## src/rtl/can_fc_pkg.sv

```systemverilog
package can_fc_pkg;

   typedef enum logic [1:0] {
      FC_ACTIVE  = 2'd0,
      FC_PASSIVE = 2'd1,
      FC_BUSOFF  = 2'd2
   } fc_state_t;

   function automatic fc_state_t fc_classify(input logic boff,
                                             input logic [7:0] tec_v,
                                             input logic [7:0] rec_v,
                                             input int unsigned lim);
      if (boff)
         return FC_BUSOFF;
      if (32'(tec_v) >= lim || 32'(rec_v) >= lim)
         return FC_PASSIVE;
      return FC_ACTIVE;
   endfunction

endpackage

```

## src/rtl/can_fc_errcnt.sv

```systemverilog
module can_fc_errcnt
   import can_fc_pkg::*;
#(
   parameter int CNT_W       = 8,
   parameter int TEC_STEP    = 8,
   parameter int PASSIVE_LIM = 128
) (
   input  logic             clk,
   input  logic             rst_n,
   input  logic             clr,
   input  logic             rbo_wr,
   input  logic             tec_inc,
   input  logic             tec_dec,
   input  logic             rec_inc,
   input  logic             rec_dec,
   output logic [CNT_W-1:0] tec,
   output logic [CNT_W-1:0] rec,
   output fc_state_t        state,
   output logic             rbo_busy,
   output logic             recov_start
);
   localparam logic [CNT_W-1:0] CNT_MAX = {CNT_W{1'b1}};
   localparam logic [CNT_W:0]   STEP_X  = (CNT_W+1)'(TEC_STEP);

   logic [CNT_W-1:0] tec_n, rec_n;
   logic [CNT_W:0]   tec_sum;
   logic             boff_n, pend_n;
   fc_state_t        state_n;

   always_comb begin
      tec_n       = tec;
      rec_n       = rec;
      boff_n      = (state == FC_BUSOFF);
      recov_start = 1'b0;
      tec_sum     = {1'b0, tec} + STEP_X;
      if (clr) begin
         tec_n  = '0;
         rec_n  = '0;
         boff_n = 1'b0;
      end else if (rbo_busy && state == FC_BUSOFF) begin
         tec_n       = '0;
         rec_n       = '0;
         boff_n      = 1'b0;
         recov_start = 1'b1;
      end else if (state != FC_BUSOFF) begin
         if (tec_inc) begin
            if (tec_sum > {1'b0, CNT_MAX}) begin
               tec_n  = CNT_MAX;
               boff_n = 1'b1;
            end else begin
               tec_n = tec_sum[CNT_W-1:0];
            end
         end else if (tec_dec && tec != '0) begin
            tec_n = tec - 1'b1;
         end
         if (rec_inc) begin
            if (rec != CNT_MAX)
               rec_n = rec + 1'b1;
         end else if (rec_dec && rec != '0) begin
            rec_n = rec - 1'b1;
         end
      end
      state_n = fc_classify(boff_n, 8'(tec_n), 8'(rec_n), PASSIVE_LIM);
   end

   always_comb begin
      pend_n = rbo_busy;
      if (clr)
         pend_n = 1'b0;
      else if (rbo_wr && state == FC_BUSOFF)
         pend_n = 1'b1;
      else if (state == FC_ACTIVE)
         pend_n = 1'b0;
   end

   always_ff @(posedge clk or negedge rst_n) begin
      if (!rst_n) begin
         tec      <= '0;
         rec      <= '0;
         state    <= FC_ACTIVE;
         rbo_busy <= 1'b0;
      end else begin
         tec      <= tec_n;
         rec      <= rec_n;
         state    <= state_n;
         rbo_busy <= pend_n;
      end
   end
endmodule

```

## src/rtl/can_fc_idle_mon.sv

```systemverilog
module can_fc_idle_mon #(
   parameter int IDLE_BITS = 11
) (
   input  logic clk,
   input  logic rst_n,
   input  logic clr,
   input  logic recov_start,
   input  logic bit_tick,
   input  logic rx_bit,
   output logic recov_wait
);
   localparam int RUN_W = $clog2(IDLE_BITS + 1);
   localparam logic [RUN_W-1:0] RUN_LAST = RUN_W'(IDLE_BITS - 1);

   logic [RUN_W-1:0] run_q;

   always_ff @(posedge clk or negedge rst_n) begin
      if (!rst_n) begin
         recov_wait <= 1'b0;
         run_q      <= '0;
      end else if (clr) begin
         recov_wait <= 1'b0;
         run_q      <= '0;
      end else if (recov_start) begin
         recov_wait <= 1'b1;
         run_q      <= '0;
      end else if (recov_wait && bit_tick) begin
         if (!rx_bit) begin
            run_q <= '0;
         end else if (run_q == RUN_LAST) begin
            recov_wait <= 1'b0;
            run_q      <= '0;
         end else begin
            run_q <= run_q + 1'b1;
         end
      end
   end
endmodule

```

## src/rtl/can_fc_tstamp.sv

```systemverilog
module can_fc_tstamp #(
   parameter int TS_W  = 16,
   parameter int TSP_W = 2
) (
   input  logic             clk,
   input  logic             rst_n,
   input  logic             clr,
   input  logic             cfg_open,
   input  logic             tsr_wr,
   input  logic             tsp_we,
   input  logic [TSP_W-1:0] tsp_wd,
   input  logic             bit_tick,
   output logic [TS_W-1:0]  tstamp,
   output logic [TSP_W-1:0] tsp,
   output logic             tsr_busy
);
   localparam int DIV_W = (1 << TSP_W) - 1;

   logic [DIV_W-1:0] div_q, mask;
   logic             adv;

   assign mask = DIV_W'((1 << tsp) - 1);
   assign adv  = bit_tick && ((div_q & mask) == mask);

   always_ff @(posedge clk or negedge rst_n) begin
      if (!rst_n)
         tsp <= '0;
      else if (tsp_we && cfg_open)
         tsp <= tsp_wd;
   end

   always_ff @(posedge clk or negedge rst_n) begin
      if (!rst_n)
         tsr_busy <= 1'b0;
      else if (clr)
         tsr_busy <= 1'b0;
      else if (tsr_wr)
         tsr_busy <= 1'b1;
      else if (tsr_busy && tstamp == '0)
         tsr_busy <= 1'b0;
   end

   always_ff @(posedge clk or negedge rst_n) begin
      if (!rst_n) begin
         tstamp <= '0;
         div_q  <= '0;
      end else if (clr || tsr_busy) begin
         tstamp <= '0;
         div_q  <= '0;
      end else if (bit_tick) begin
         div_q <= div_q + 1'b1;
         if (adv)
            tstamp <= tstamp + 1'b1;
      end
   end
endmodule

```

## src/rtl/can_fc_rstseq.sv

```systemverilog
module can_fc_rstseq #(
   parameter int RST_LAT = 3
) (
   input  logic clk,
   input  logic rst_n,
   input  logic frst_we,
   input  logic frst_wd,
   output logic frst_q,
   output logic pcu_rst
);
   logic [RST_LAT-1:0] dly_q;

   always_ff @(posedge clk or negedge rst_n) begin
      if (!rst_n)
         frst_q <= 1'b0;
      else if (frst_we)
         frst_q <= frst_wd;
   end

   generate
      for (genvar i = 0; i < RST_LAT; i++) begin : g_dly
         if (i == 0) begin : g_head
            always_ff @(posedge clk or negedge rst_n) begin
               if (!rst_n) dly_q[0] <= 1'b0;
               else        dly_q[0] <= frst_q;
            end
         end else begin : g_tail
            always_ff @(posedge clk or negedge rst_n) begin
               if (!rst_n) dly_q[i] <= 1'b0;
               else        dly_q[i] <= dly_q[i-1];
            end
         end
      end
   endgenerate

   assign pcu_rst = dly_q[RST_LAT-1];
endmodule

```

## src/rtl/can_fault_ctrl.sv

```systemverilog
module can_fault_ctrl
   import can_fc_pkg::*;
#(
   parameter int CNT_W       = 8,
   parameter int TS_W        = 16,
   parameter int TSP_W       = 2,
   parameter int TEC_STEP    = 8,
   parameter int PASSIVE_LIM = 128,
   parameter int IDLE_BITS   = 11,
   parameter int RST_LAT     = 3
) (
   input  logic              clk,
   input  logic              rst_n,
   input  logic              rbo_wr,
   input  logic              frst_we,
   input  logic              frst_wd,
   input  logic              rst_bit,
   input  logic              tsr_wr,
   input  logic              tsp_we,
   input  logic [TSP_W-1:0]  tsp_wd,
   input  logic              rx_bit,
   input  logic              bit_tick,
   input  logic              tec_inc,
   input  logic              tec_dec,
   input  logic              rec_inc,
   input  logic              rec_dec,
   output logic [1:0]        state,
   output logic [CNT_W-1:0]  tec,
   output logic [CNT_W-1:0]  rec,
   output logic [TS_W-1:0]   tstamp,
   output logic [TSP_W-1:0]  tsp,
   output logic              rbo_busy,
   output logic              tsr_busy,
   output logic              tx_force,
   output logic              pcu_rst,
   output logic              comm_en
);
   generate
      if (RST_LAT < 1 || RST_LAT > 4)
         $error("RST_LAT must keep the reset within 5 clocks of the write");
      if (CNT_W != 8)
         $error("error counters are 8 bits wide");
      if (IDLE_BITS < 2)
         $error("IDLE_BITS must be at least 2");
      if (TSP_W < 1 || TSP_W > 3)
         $error("TSP_W out of range");
      if (PASSIVE_LIM < 1 || PASSIVE_LIM > 255)
         $error("PASSIVE_LIM must fit the counter");
   endgenerate

   fc_state_t st;
   logic      frst_q, recov_start, recov_wait;

   can_fc_rstseq #(.RST_LAT(RST_LAT)) u_rstseq (
      .clk     (clk),
      .rst_n   (rst_n),
      .frst_we (frst_we),
      .frst_wd (frst_wd),
      .frst_q  (frst_q),
      .pcu_rst (pcu_rst)
   );

   can_fc_errcnt #(
      .CNT_W(CNT_W), .TEC_STEP(TEC_STEP), .PASSIVE_LIM(PASSIVE_LIM)
   ) u_errcnt (
      .clk         (clk),
      .rst_n       (rst_n),
      .clr         (pcu_rst),
      .rbo_wr      (rbo_wr),
      .tec_inc     (tec_inc),
      .tec_dec     (tec_dec),
      .rec_inc     (rec_inc),
      .rec_dec     (rec_dec),
      .tec         (tec),
      .rec         (rec),
      .state       (st),
      .rbo_busy    (rbo_busy),
      .recov_start (recov_start)
   );

   can_fc_idle_mon #(.IDLE_BITS(IDLE_BITS)) u_idle (
      .clk         (clk),
      .rst_n       (rst_n),
      .clr         (pcu_rst),
      .recov_start (recov_start),
      .bit_tick    (bit_tick),
      .rx_bit      (rx_bit),
      .recov_wait  (recov_wait)
   );

   can_fc_tstamp #(.TS_W(TS_W), .TSP_W(TSP_W)) u_tstamp (
      .clk      (clk),
      .rst_n    (rst_n),
      .clr      (pcu_rst),
      .cfg_open (frst_q | rst_bit),
      .tsr_wr   (tsr_wr),
      .tsp_we   (tsp_we),
      .tsp_wd   (tsp_wd),
      .bit_tick (bit_tick),
      .tstamp   (tstamp),
      .tsp      (tsp),
      .tsr_busy (tsr_busy)
   );

   assign state    = st;
   assign tx_force = frst_q;
   assign comm_en  = !frst_q && !rst_bit && !pcu_rst && !recov_wait &&
                     (st != FC_BUSOFF);
endmodule

```

## config.mk

```make
export PLATFORM = sky130hd
export DESIGN_NAME = can_fault_ctrl
export DESIGN_NICKNAME = d
export VERILOG_FILES = /design/src/rtl/can_fc_pkg.sv /design/src/rtl/can_fc_errcnt.sv /design/src/rtl/can_fc_idle_mon.sv /design/src/rtl/can_fc_tstamp.sv /design/src/rtl/can_fc_rstseq.sv /design/src/rtl/can_fault_ctrl.sv
export SDC_FILE = /design/constraint.sdc
export NUM_CORES = 1
export LEC_CHECK = 0
export BUFFER_PORTS_ARGS = -buffer_cell sky130_fd_sc_hd__buf_2
export CAP_MARGIN = 20
export CORE_UTILIZATION = 43
export CTS_BUF_LIST = sky130_fd_sc_hd__clkbuf_4
export DETAILED_ROUTE_END_ITERATION = 8
export GPL_TIMING_DRIVEN = 0
export PLACE_DENSITY = 0.67
export REMOVE_ABC_BUFFERS = 1
export SYNTH_ARGS = -nofsm -noshare
export SYNTH_HDL_FRONTEND = slang
export SYNTH_SLANG_ARGS = --single-unit
```

## constraint.sdc

```tcl
create_clock -name clk -period 5.4 [get_ports clk]
set_input_delay 1.08 -clock clk [delete_from_list [all_inputs] [get_ports clk]]
set_output_delay 1.08 -clock clk [all_outputs]
set_load 0.01 [all_outputs]
```

### After elaboration in Yosys (flattened, before gate mapping)

Index checks and enable logic that the tools add are counted.

| operators by class | value |
|---|---|
| $add $sub $neg | 8 |
| order comparisons | 3 |
| eq/ne operators | 5 |
| shifts and indexed selects | 1 |
| multiplexer cells | 47 |
| bitwise logic cells | 2 |
| reduce and logical (&&, ||, !) cells | 31 |

Operators with widths:

| kind | count |
|---|---|
| $mux W8 | 12 |
| $mux W16 | 3 |
| $mux W1 | 21 |
| $mux W4 | 5 |
| $add A16 B1 Y16 const B | 1 |
| $ge A8 B8 Y1 const B | 2 |
| $logic_not A16 Y1 | 1 |
| $reduce_bool A8 Y1 | 2 |
| $sub A8 B1 Y8 const B | 2 |
| $reduce_bool A3 Y1 | 5 |
| $logic_and A1 B1 Y1 | 12 |
| $add A8 B4 Y9 const B | 1 |
| $gt A9 B8 Y1 const B | 1 |
| $add A8 B1 Y8 const B | 1 |
| $mux W2 | 4 |
| $ne A8 B8 Y1 const B | 1 |
| $mux W3 | 2 |
| $add A4 B1 Y4 const B | 1 |
| $eq A4 B4 Y1 const B | 1 |
| $logic_not A1 Y1 | 4 |
| $reduce_bool A2 Y1 | 2 |
| $add A3 B1 Y3 const B | 1 |
| $and A3 B3 Y3 | 1 |
| $eq A3 B3 Y1 | 1 |
| 9 further kinds | 10 |

| word-level totals | value |
|---|---|
| bits in registers | 50 |
| input bits | 16 |
| output and inout bits | 41 |

### Depth between registers and ports, before layout

Gate-level depths: netlist of run 1.

| logic depth | value |
|---|---|
| depth after elaboration | 13 |
| mapped depth | 7 |
| gate-level depth less buffers | 7 |

### Hierarchy

Synthesis of run 1 repeated with hierarchy kept, for this count alone.

| unflattened totals | value |
|---|---|
| cell total of the unflattened synthesis | 347 |
| area total of the unflattened synthesis | 3208.1 µm² |

By module, submodules not included:

| module | times used | cells an instance | area each (µm²) | sequential area each (µm²) |
|---|---|---|---|---|
| can_fc_errcnt | 1 | 185 | 1581.5 | 475.5 |
| can_fc_tstamp | 1 | 123 | 1159.9 | 550.5 |
| can_fc_idle_mon | 1 | 31 | 311.5 | 125.1 |
| can_fc_rstseq | 1 | 5 | 115.1 | 100.1 |
| can_fault_ctrl | 1 | 3 | 40.0 | 0.0 |

### Worst setup path before layout of run 1

Ideal clock, no wire load.

| path | value |
|---|---|
| path type | input to output |
| start | input rst_bit |
| end | output comm_en |
| arrival time | 1.745 ns |
| data required time | 4.320 ns |
| setup slack | 2.575 ns |
| cell stages on the path | 2 |
| path buffers | 0 |
| cells stage by stage | or4_1 nor2_1 |

| between the ends | value |
|---|---|
| cells in the longest elaborated chain, start to end | 5 |

Ends and longest elaborated chain:

| what | line | text |
|---|---|---|
| start, declared | can_fault_ctrl.sv:17 | `input logic rst_bit,` |
| $logic_not A1 Y1 | can_fault_ctrl.sv:107 | `assign comm_en = !frst_q && !rst_bit && !pcu_rst && !recov_wait &&` |
| $logic_and A1 B1 Y1 (4 in series) | can_fault_ctrl.sv:107 |  |
| end, declared | can_fault_ctrl.sv:36 | `output logic comm_en` |

No other way between the ends.

### Worst setup path after layout of run 1

Ends and elaborated chain as after synthesis.

==> qor.csv, run 1 <==
metric,value,unit
fin_crit,2.97,ns
dpl_cell_area,3620,sq um
final_cells,503,
synthDistinctLibCells,66,
cts.sinks,50,
clkLatencyLatePin,0.37,ns
cts_root_buf,clkbuf_4,
r2r_cells,6,
hold_viol,0,
grt_max_degree,28,
clock-skew-final,0.0176,ns
r2r-start,u_errcnt.tec[4]$_DFF_PN0_,
postCtsHoldBufs,0,
ys_top_cells_by_area,"dfrtp_1 38%, ha_1 5.4%, a21oi_1 4.3%, nor2_1 3.7%, xnor2_1 2.9%",
comb_power_share,32.9,%
placedCellCount,496,
synth_top_area_share,38.3,%
crit_cells,4,
drive_gt1_share,21.5,%
critPathMaxStageDelay,0.49,ns
seqPwrFrac,49.2,%
routed_via_density,5.74,
drc_errors,0,
required,4.32,ns
ys_ff_latch,50,
clk_path_buf_depth,2,
synth_top_area_cell,dfrtp_1,
switching_power,365,uW
fin_setup_tns,0,ns
grt_pass1_vias,2556,
setup_violations,0,
cts_resized,0,
synth_common_cells,"50 x dfrtp_1, 32 x nor2_1, 28 x a21oi_1, 22 x nand2_1, 18 x o21ai_0",
io_pins,57,
grt_usage,19.7,%
cp_cell_sequence,buf_2 -> or4_1 -> nor2_1 -> buf_2,
period_share,55.1,%
firstDrtPassIters,4,
seqCellArea,1250,sq um
cp_max_fo,2,
drt_iter0_markers,75,
areaGrowthSynthToFinish,12.5,%
cp_num_buf_inv,2,
final_util,50.4,%
power_frac_clock,17.9,%
port_buffers,56,
start_kind,input pin,
power_leakage,1.65,nW
wl_per_cell,15.1,microns
multiInputGateArea,1880,sq um
yosysSeqAreaShare,38.3,%
async_flop_share,100,%
clk_transition_reported_paths,0.15,ns
pwr_density_cell,262,nW/um^2
startpoint,rst_bit,
postRouteAntennaNets,0,
antenna_found_initial,0,
via_count,2887,
vdd_drop_max,0.121,mV
timing.critical_path.mode_cell,buf_2,
cts_buffers,5,
post_synth.cell_area_avg,9.18,sq um
nets,434,
status,"complete, no violations",
core-area,7290,sq um
yosysMostFrequentCell,dfrtp_1,
die_w,89.2,microns
cap_violations,0,
hold_path_class,reg -> reg,
row_count,31,
synth_edf_count,0,
final_area,3680,sq um
n_fill_cell,727,
antenna_cells,0,
routabilityCongestion,0.856,
cts_tree,done,
rsz0062_at_grt,no,
endpoint,comm_en,
endpoint_kind,primary output,
fin_ws,2.43,ns
wirelength,7580,microns
initial_core_util,44.8,%
slew_violations,0,
die-area,7950,sq um
synth_cells,356,
rr_endpoint,u_errcnt.tec[3]$_DFF_PN0_,
worstPathArrival,1.89,ns
path_class,in -> out,
rrSetupSlack,3.09,ns
grt_overflow,0,
grt_pass1_wl,12300,microns
internal_power,599,uW
worstMarginPinSlew,0.705,ns
yosysWarnings,0,
cp_top_family,simple AND/OR/NAND/NOR gates,
die_h,89.2,microns
slew_headroom,52.9,%
cp_slowest_cell,or4_1,
synth_ff_type,dfrtp_1,
hpwl,5490,microns
netlist_area,3270,sq um
htreeDepth,2,
post_cts_buffers,0,
fmax,336,MHz
sw_frac_of_total,37.9,%
place_ws,2.41,ns
## area by class of cell
| cell class | instances | share of cell area [%] |
|---|---|---|
| repair buffers | 58 | 8.48 |
| well taps | 99 | 3.37 |
| clock buffers | 6 | 1.23 |
| multi-input cells | 273 | 51.1 |
| inverters | 16 | 1.63 |
| clock inverters | 1 | 0.204 |
| flip-flops and latches | 50 | 34.0 |
## power by group through the flow
stage	clock [mW]	sequential (mW)	combinational, mW
6_report	0.172	0.475	0.317
5_1_grt	0.196	0.482	0.357
4_1_cts	0.182	0.474	0.318
3_5_place_dp	0	0.481	0.316
3_3_place_gp	0	0.481	0.309
2_1_floorplan	0	0.480	0.212
## cells in the final DEF, fill, tap and decap left out, types with 2 or more instances in the layout
cell | netlist | routed
buf_2 | 4 | 56
dfrtp_1 | 50 | 50
nor2_1 | 32 | 32
a21oi_1 | 28 | 28
nand2_1 | 22 | 22
o21ai_0 | 18 | 18
inv_1 | 16 | 16
nand3_1 | 14 | 14
ha_1 | 14 | 14
nor3_1 | 12 | 12
xnor2_1 | 11 | 11
nor4_1 | 8 | 8
mux2i_1 | 7 | 7
a211oi_1 | 7 | 7
nand4_1 | 7 | 7
or3_1 | 7 | 7
nand2b_1 | 6 | 6
o21a_1 | 6 | 6
clkbuf_4 | 0 | 6
and3_1 | 5 | 5
a31oi_1 | 4 | 4
xor2_1 | 4 | 4
nor2b_1 | 3 | 3
or2_2 | 3 | 3
nand4b_1 | 3 | 3
nor3b_1 | 3 | 3
nor4b_1 | 3 | 3
mux2_2 | 3 | 3
and2_1 | 2 | 2
or3b_1 | 2 | 2
a2111oi_2 | 2 | 2
a211oi_2 | 2 | 2
nand3b_1 | 2 | 2
a41o_1 | 2 | 2
o31ai_1 | 2 | 2
## metrics by stage
stage	hold WS [ns]	power [mW]
floorplan	0.331	0.692
global placement	0.332	0.790
detailed placement	0.336	0.797
CTS	0.355	0.974
global route	0.371	1.03
finish	0.344	0.964
## logic make-up after synthesis
group,Yosys count,synth area share [%]
flops,50,38.3
fa+ha+maj,14,5.36
compound gates,87,18.7
simple gates,146,25.7
mux,11,3.64
xor+xnor,15,4.02
buf+inv,33,4.29
## per-layer routing
| layer | wire [microns] | share of wire [%] | GRT usage, % | up-vias |
|---|---|---|---|---|
| met5 | 0 | 0 | 0 | - |
| met4 | 46 | 0.61 | 3.46 | 0 |
| met3 | 304 | 4.0 | 3.42 | 6 |
| met2 | 3510 | 46 | 32.5 | 86 |
| met1 | 3720 | 49 | 27.8 | 1392 |
| li1 | - | - | - | 1403 |
## worst min-delay path by stage
stage,endpoint,depth (start not counted),start,slack (ns)
floorplan,u_rstseq.dly_q[1]$_DFF_PN0_,0,u_rstseq.dly_q[0]$_DFF_PN0_,0.33
detailed placement,u_rstseq.dly_q[1]$_DFF_PN0_,0,u_rstseq.dly_q[0]$_DFF_PN0_,0.34
finish,u_rstseq.dly_q[1]$_DFF_PN0_,0,u_rstseq.dly_q[0]$_DFF_PN0_,0.34
global route,u_rstseq.dly_q[1]$_DFF_PN0_,0,u_rstseq.dly_q[0]$_DFF_PN0_,0.37
CTS,u_rstseq.dly_q[1]$_DFF_PN0_,0,u_rstseq.dly_q[0]$_DFF_PN0_,0.35
global placement,u_rstseq.pcu_rst$_DFF_PN0_,0,u_rstseq.dly_q[1]$_DFF_PN0_,0.33
## state kept, by name (all words and copies together), names as in the netlist
name	cells
u_errcnt.tec	8
u_rstseq.dly_q	2
u_errcnt.rec	8
u_tstamp.tsr_busy	1
u_tstamp.div_q	3
u_rstseq.frst_q	1
u_rstseq.pcu_rst	1
u_errcnt.rbo_busy	1
u_errcnt.state	2
u_idle.run_q	4
u_tstamp.tsp	2
u_idle.recov_wait	1
u_tstamp.tstamp	16
## worst reg2reg max path, stage by stage (launching register included)
cell,delay [ns]
dfrtp_1,0.57
ha_1,0.35
a21boi_0,0.13
o221ai_1,0.30
a2111oi_4,0.13
nor3_1,0.55
a211oi_2,0.15
No activity file was read; power rests on OpenSTA's default activity.
==> run 2: changes to the inputs <==
--- a/config.mk
+++ b/config.mk
@@ -11,7 +11,7 @@
 export CTS_BUF_LIST = sky130_fd_sc_hd__clkbuf_4
 export DETAILED_ROUTE_END_ITERATION = 8
 export GPL_TIMING_DRIVEN = 0
-export PLACE_DENSITY = 0.67
+export PLACE_DENSITY = 0.69
 export REMOVE_ABC_BUFFERS = 1
 export SYNTH_ARGS = -nofsm -noshare
 export SYNTH_HDL_FRONTEND = slang
==> constraint.sdc (replaced) <==
create_clock -name clk -period 2.6 [get_ports clk]
set_input_delay 0.52 -clock clk [delete_from_list [all_inputs] [get_ports clk]]
set_output_delay 0.52 -clock clk [all_outputs]
set_load 0.01 [all_outputs]
==> run 2 against run 1 <==
Compared with the run above:
- sequential power increased by 110%
- worst setup slack got worse by 2.2 ns
- clock skew decreased by 0.0040 ns
- count of clock-buffer cells in the layout unchanged
- via count decreased by 1.6%
- critical path depth unchanged
- non-clock buffer count unchanged
- total power increased by 110%
- register-to-register slack got worse by 2.8 ns
- global-route usage increased by 0.25 points
- hold slack got worse by 0.24 ns
- critical endpoint unchanged
- largest cell class unchanged
- largest power group unchanged
- highest routed layer unchanged
==> qor.csv, run 2 (synthesized netlist as in run 1, its figures left out) <==
metric,value,unit
status,"complete, no violations",
drc_errors,0,
cp_max_fo,9,
top_register,u_tstamp.tstamp,
worstPathArrival,1.86,ns
internal_power,1.25,mW
required,2.08,ns
path_class,reg -> out,
endpoint_kind,primary output,
worstMarginPinSlew,0.777,ns
wl_per_cell,15.0,microns
clock-skew-final,0.0137,ns
row_count,31,
grt_overflow,0,
hpwl,5600,microns
fin_setup_tns,0,ns
fin_crit,2.38,ns
switching_power,768,uW
firstDrtPassIters,5,
final_common_cell,buf_2,
antenna_cells,0,
postCtsHoldBufs,0,
reg_top3,"u_tstamp.tstamp x16, u_errcnt.rec x8, u_errcnt.tec x8",
port_buffers,56,
die-area,7950,sq um
grt_max_degree,30,
io_pins,57,
period_share,91.5,%
clk_transition_reported_paths,0.15,ns
comb_power_share,32.6,%
clk_path_buf_depth,2,
start_kind,register,
r2r-start,u_errcnt.tec[4]$_DFF_PN0_,
slew_violations,0,
largest_reg_flops,16,
grt_pass1_wl,12400,microns
dpl_cell_area,3620,sq um
antenna_found_initial,0,
routabilityCongestion,0.896,
drt_iter0_markers,110,
cts_tree,done,
areaGrowthSynthToFinish,12.7,%
setup_violations,0,
rsz0062_at_grt,no,
hold_viol,0,
routed_via_density,5.63,
via_count,2840,
nets,434,
pwr_density_cell,548,nW/um^2
wirelength,7580,microns
placedCellCount,496,
core-area,7290,sq um
die_h,89.2,microns
cts_resized,0,
hold_path_class,in -> async,
post_cts_buffers,0,
sw_frac_of_total,38.1,%
power_frac_clock,18.5,%
startpoint,u_errcnt.state[1]$_DFF_PN0_,
layout_common_cells,"56 x buf_2, 50 x dfrtp_1, 32 x nor2_1, 28 x a21oi_1, 22 x nand2_1",
seqPwrFrac,48.9,%
final_util,50.5,%
cts_buffers,5,
clkLatencyLatePin,0.37,ns
fmax,421,MHz
power_leakage,1.65,nW
grt_usage,20.0,%
die_w,89.2,microns
vdd_drop_max,0.380,mV
power,2.02,mW
drive_gt1_share,21.7,%
grt_pass1_vias,2618,
htreeDepth,2,
slew_headroom,48.1,%
final_cells,504,
postRouteAntennaNets,0,
cts_root_buf,clkbuf_4,
initial_core_util,44.8,%
cap_violations,0,
final_area,3680,sq um
cts.sinks,50,
==> run 2: final timing paths <==
check / endpoint / cells after the start / slack [ns]
worst max-delay path: comm_en / 4 / 0.22
worst min-delay path: u_tstamp.tstamp[13]$_DFFE_PN0P_ / 1 / 0.11
worst max register to register: u_errcnt.state[0]$_DFF_PN0_ / 6 / 0.28
worst min register to register: u_rstseq.dly_q[1]$_DFF_PN0_ / 0 / 0.36
max in group asynchronous: u_errcnt.rec[0]$_DFF_PN0_ / 2 / 1.96
min in group clk: u_rstseq.dly_q[1]$_DFF_PN0_ / 0 / 0.36
==> run 2: power groups by stage <==
stage          clock (mW)  sequential (mW)  combinational, mW
2_1_floorplan           0            0.996              0.441
3_3_place_gp            0            0.998              0.639
3_5_place_dp            0             1.00              0.658
4_1_cts             0.397            0.987              0.662
5_1_grt             0.426             1.00              0.737
6_report            0.374            0.987              0.657
==> run 2: critical path: stages, from the launching register on <==
cell and delay, ns:
dfrtp_1 0.43, nor2b_1 0.65, buf_6 0.23, nor2_1 0.05, buf_2 0.13
==> run 2: layout make-up <==
cell class                 instances  area, sq um
tap                               99          124
multi-input combinational        273         1880
clock inverter                     2         13.8
inverter                          16         60.1
sequential                        50         1250
fill                             737         3610
timing repair buffer              58          312
clock buffer                       6         45.0
==> run 2: metal layers <==
layer  wire length (microns)  global-route usage [%]
met1                    3590                    25.9
met2                    3620                    34.2
met3                     331                    3.97
met4                      36                    5.19
met5                       0                       0
==> run 2: per-stage QoR <==
| stage | hold slack (ns) | worst slack [ns] |
|---|---|---|
| detailed placement | 0.337 | 0.333 |
| CTS | 0.114 | 0.209 |
| finish | 0.108 | 0.222 |
| global route | 0.117 | 0.114 |
| floorplan | 0.224 | 0.541 |
| global placement | 0.334 | 0.103 |
==> run 3: changes to the inputs <==
--- a/config.mk
+++ b/config.mk
@@ -5,13 +5,14 @@
 export SDC_FILE = /design/constraint.sdc
 export NUM_CORES = 1
 export LEC_CHECK = 0
+export ABC_AREA = 1
 export BUFFER_PORTS_ARGS = -buffer_cell sky130_fd_sc_hd__buf_2
 export CAP_MARGIN = 20
 export CORE_UTILIZATION = 43
 export CTS_BUF_LIST = sky130_fd_sc_hd__clkbuf_4
 export DETAILED_ROUTE_END_ITERATION = 8
 export GPL_TIMING_DRIVEN = 0
-export PLACE_DENSITY = 0.69
+export PLACE_DENSITY = 0.7
 export REMOVE_ABC_BUFFERS = 1
 export SYNTH_ARGS = -nofsm -noshare
 export SYNTH_HDL_FRONTEND = slang
==> run 3 against run 2 <==
Compared with the run above:
- sequential power fell by 4.7%
- cell area fell by 3.3%
- non-clock buffer count fell by 1
- synthesized area fell by 4.9%
- highest routed layer unchanged
- critical endpoint unchanged
- first-iteration DRC count fell by 21%
- clock skew fell by 0.0027 ns
==> qor.csv, run 3 <==
metric,value,unit
status,"complete, no violations",
power_frac_clock,19.6,%
required,2.08,ns
wl_per_cell,12.8,microns
drt_iter0_markers,87,
fin_crit,2.42,ns
port_buffers,56,
die-area,7570,sq um
synth_cells,432,
postCtsHoldBufs,0,
drive_gt1_share,15.5,%
vdd_drop_max,0.276,mV
antenna_cells,0,
clkLatencyLatePin,0.37,ns
cp_top_family,simple AND/OR/NAND/NOR gates,
slew_headroom,35.8,%
layout_common_cells,"103 x nand2_1, 59 x inv_1, 56 x buf_2, 50 x dfrtp_1, 47 x nor2_1",
cp_num_buf_inv,3,
n_fill_cell,718,
period_share,93.1,%
synth_ff_type,dfrtp_1,
final_common_cell,nand2_1,
grt_pass1_wl,12900,microns
grt_overflow,0,
critPathMaxStageDelay,0.45,ns
clk_transition_reported_paths,0.16,ns
clk_path_buf_depth,2,
cts_root_buf,clkbuf_4,
synth_common_cells,"104 x nand2_1, 59 x inv_1, 50 x dfrtp_1, 47 x nor2_1, 34 x a21oi_1",
htreeDepth,2,
internal_power,1.18,mW
grt_pass1_vias,2831,
setup_violations,0,
async_flop_share,100,%
firstDrtPassIters,4,
areaGrowthSynthToFinish,14.6,%
io_pins,57,
post_synth.cell_area_avg,7.19,sq um
largest_reg_flops,16,
routed_via_density,5.13,
cap_violations,0,
cp_cell_sequence,inv_1 -> nand2_2 -> inv_2 -> nor4_1 -> buf_2,
ys_top_cells_by_area,"dfrtp_1 40%, nand2_1 13%, inv_1 7.1%, nor2_1 5.7%, ha_1 5.6%",
multiInputGateArea,1600,sq um
die_h,87.0,microns
cts.sinks,50,
worstMarginPinSlew,0.960,ns
power_leakage,1.87,nW
cp_slowest_cell,dfrtp_1,
wirelength,7540,microns
drc_errors,0,
cts_tree,done,
comb_power_share,32.1,%
grt_usage,21.4,%
synthDistinctLibCells,31,
post_cts_buffers,0,
core-area,6870,sq um
slew_violations,0,
clock-skew-final,0.0110,ns
cp_max_fo,23,
antenna_found_initial,0,
endpoint_kind,primary output,
start_kind,register,
routabilityCongestion,0.888,
path_class,reg -> out,
nets,520,
sw_frac_of_total,39.3,%
seqCellArea,1250,sq um
yosysMostFrequentCell,nand2_1,
hold_viol,0,
synth_edf_count,0,
reg_top3,"u_tstamp.tstamp x16, u_errcnt.rec x8, u_errcnt.tec x8",
top_register,u_tstamp.tstamp,
postRouteAntennaNets,0,
switching_power,767,uW
yosysWarnings,0,
die_w,87.0,microns
synth_top_area_cell,dfrtp_1,
yosysSeqAreaShare,40.3,%
seqPwrFrac,48.2,%
fin_ws,0.178,ns
ys_ff_latch,50,
row_count,30,
via_count,3009,
pwr_density_cell,548,nW/um^2
netlist_area,3110,sq um
grt_max_degree,36,
place_ws,0.285,ns
rsz0062_at_grt,no,
synth_top_area_share,40.3,%
fmax,413,MHz
fin_setup_tns,0,ns
worstPathArrival,1.90,ns
initial_core_util,45.2,%
hpwl,5620,microns
hold_path_class,in -> async,
cts_buffers,5,
-- run 3: cell types whose count changed in the layout (fill, tap and decap cells not counted), sizes merged, moves of 8 or more --
| cell | before | now |
|---|---|---|
| nand2 | 22 | 106 |
| o21ai | 19 | 34 |
| nor2 | 32 | 49 |
| inv | 16 | 62 |
| xnor2 | 11 | 3 |
| nand3 | 15 | 30 |
| a211oi | 9 | 0 |
-- run 3: path summary, 6_finish.rpt --
path	cells past startpoint	start	to	slack [ns]
min in group clk	2	frst_wd	u_rstseq.frst_q$_DFFE_PN0P_	0.36
max reg2reg	6	u_rstseq.pcu_rst$_DFF_PN0_	u_tstamp.tstamp[13]$_DFFE_PN0P_	0.38
min reg2reg	0	u_rstseq.dly_q[1]$_DFF_PN0_	u_rstseq.pcu_rst$_DFF_PN0_	0.37
max	5	u_errcnt.state[0]$_DFF_PN0_	comm_en	0.18
min	1	rst_n	u_errcnt.rec[7]$_DFF_PN0_	0.04
max in group asynchronous	2	rst_n	u_tstamp.tstamp[5]$_DFFE_PN0P_	2.02
-- run 3: final cells by class --
class | count | area share [%]
inverters | 61 | 6.43
clock buffers | 5 | 1.05
clock inverters | 3 | 0.562
repair buffers | 57 | 8.43
well taps | 96 | 3.37
flip-flops and latches | 50 | 35.1
multi-input cells | 315 | 45.0
-- run 3: logic make-up (layout without fill, tap and decap cells) --
kind of cell | count (synthesis) | in the layout | synth area share (%)
compound gates | 73 | 73 | 12.1
xor+xnor | 11 | 11 | 3.10
flops | 50 | 50 | 40.3
buf+inv | 67 | 126 | 8.21
fa+ha+maj | 14 | 14 | 5.64
mux | 1 | 1 | 0.362
simple gates | 216 | 216 | 30.4
-- run 3: per-stage QoR --
step	utilization, %	total power [mW]	cells	hold slack [ns]	area [sq um]
finish	51.9	1.95	587	0.0428	3560
global route	51.9	2.12	587	0.0529	3560
CTS	51.9	1.97	587	0.0392	3560
detailed placement	51.0	1.58	579	0.336	3500
global placement	50.7	1.55	578	0.333	3480
floorplan	-	1.37	426	0.224	3080
-- run 3: repair_timing --
item,CTS,global route
resized for setup,1,0
endpoints found under the hold margin,0,0
endpoints found under the setup margin,1,0
-- run 3: power groups by stage --
stage | clock, mW | combinational (mW) | sequential, mW
after floorplan | 0 | 0.404 | 0.963
after global placement | 0 | 0.600 | 0.952
after detailed placement | 0 | 0.622 | 0.955
after CTS | 0.401 | 0.626 | 0.940
after global routing | 0.434 | 0.726 | 0.956
final | 0.383 | 0.627 | 0.941
-- run 3: per-layer routing --
layer | routed length, microns | share of wire [%] | global-route usage, % | vias to the layer above
li1 | - | - | - | 1515
met1 | 3580 | 47 | 28.6 | 1431
met2 | 3630 | 48 | 36.5 | 57
met3 | 264 | 3.5 | 3.51 | 6
met4 | 64 | 0.85 | 4.70 | 0
met5 | 0 | 0 | 0 | -
-- run 3: worst reg2reg max path, cell delays in order (launching register included) --
cell	delay (ns)
dfrtp_1	0.47
nor2_1	0.76
inv_1	0.37
nor2_2	0.31
inv_1	0.08
nand3_1	0.09
nand2_1	0.06
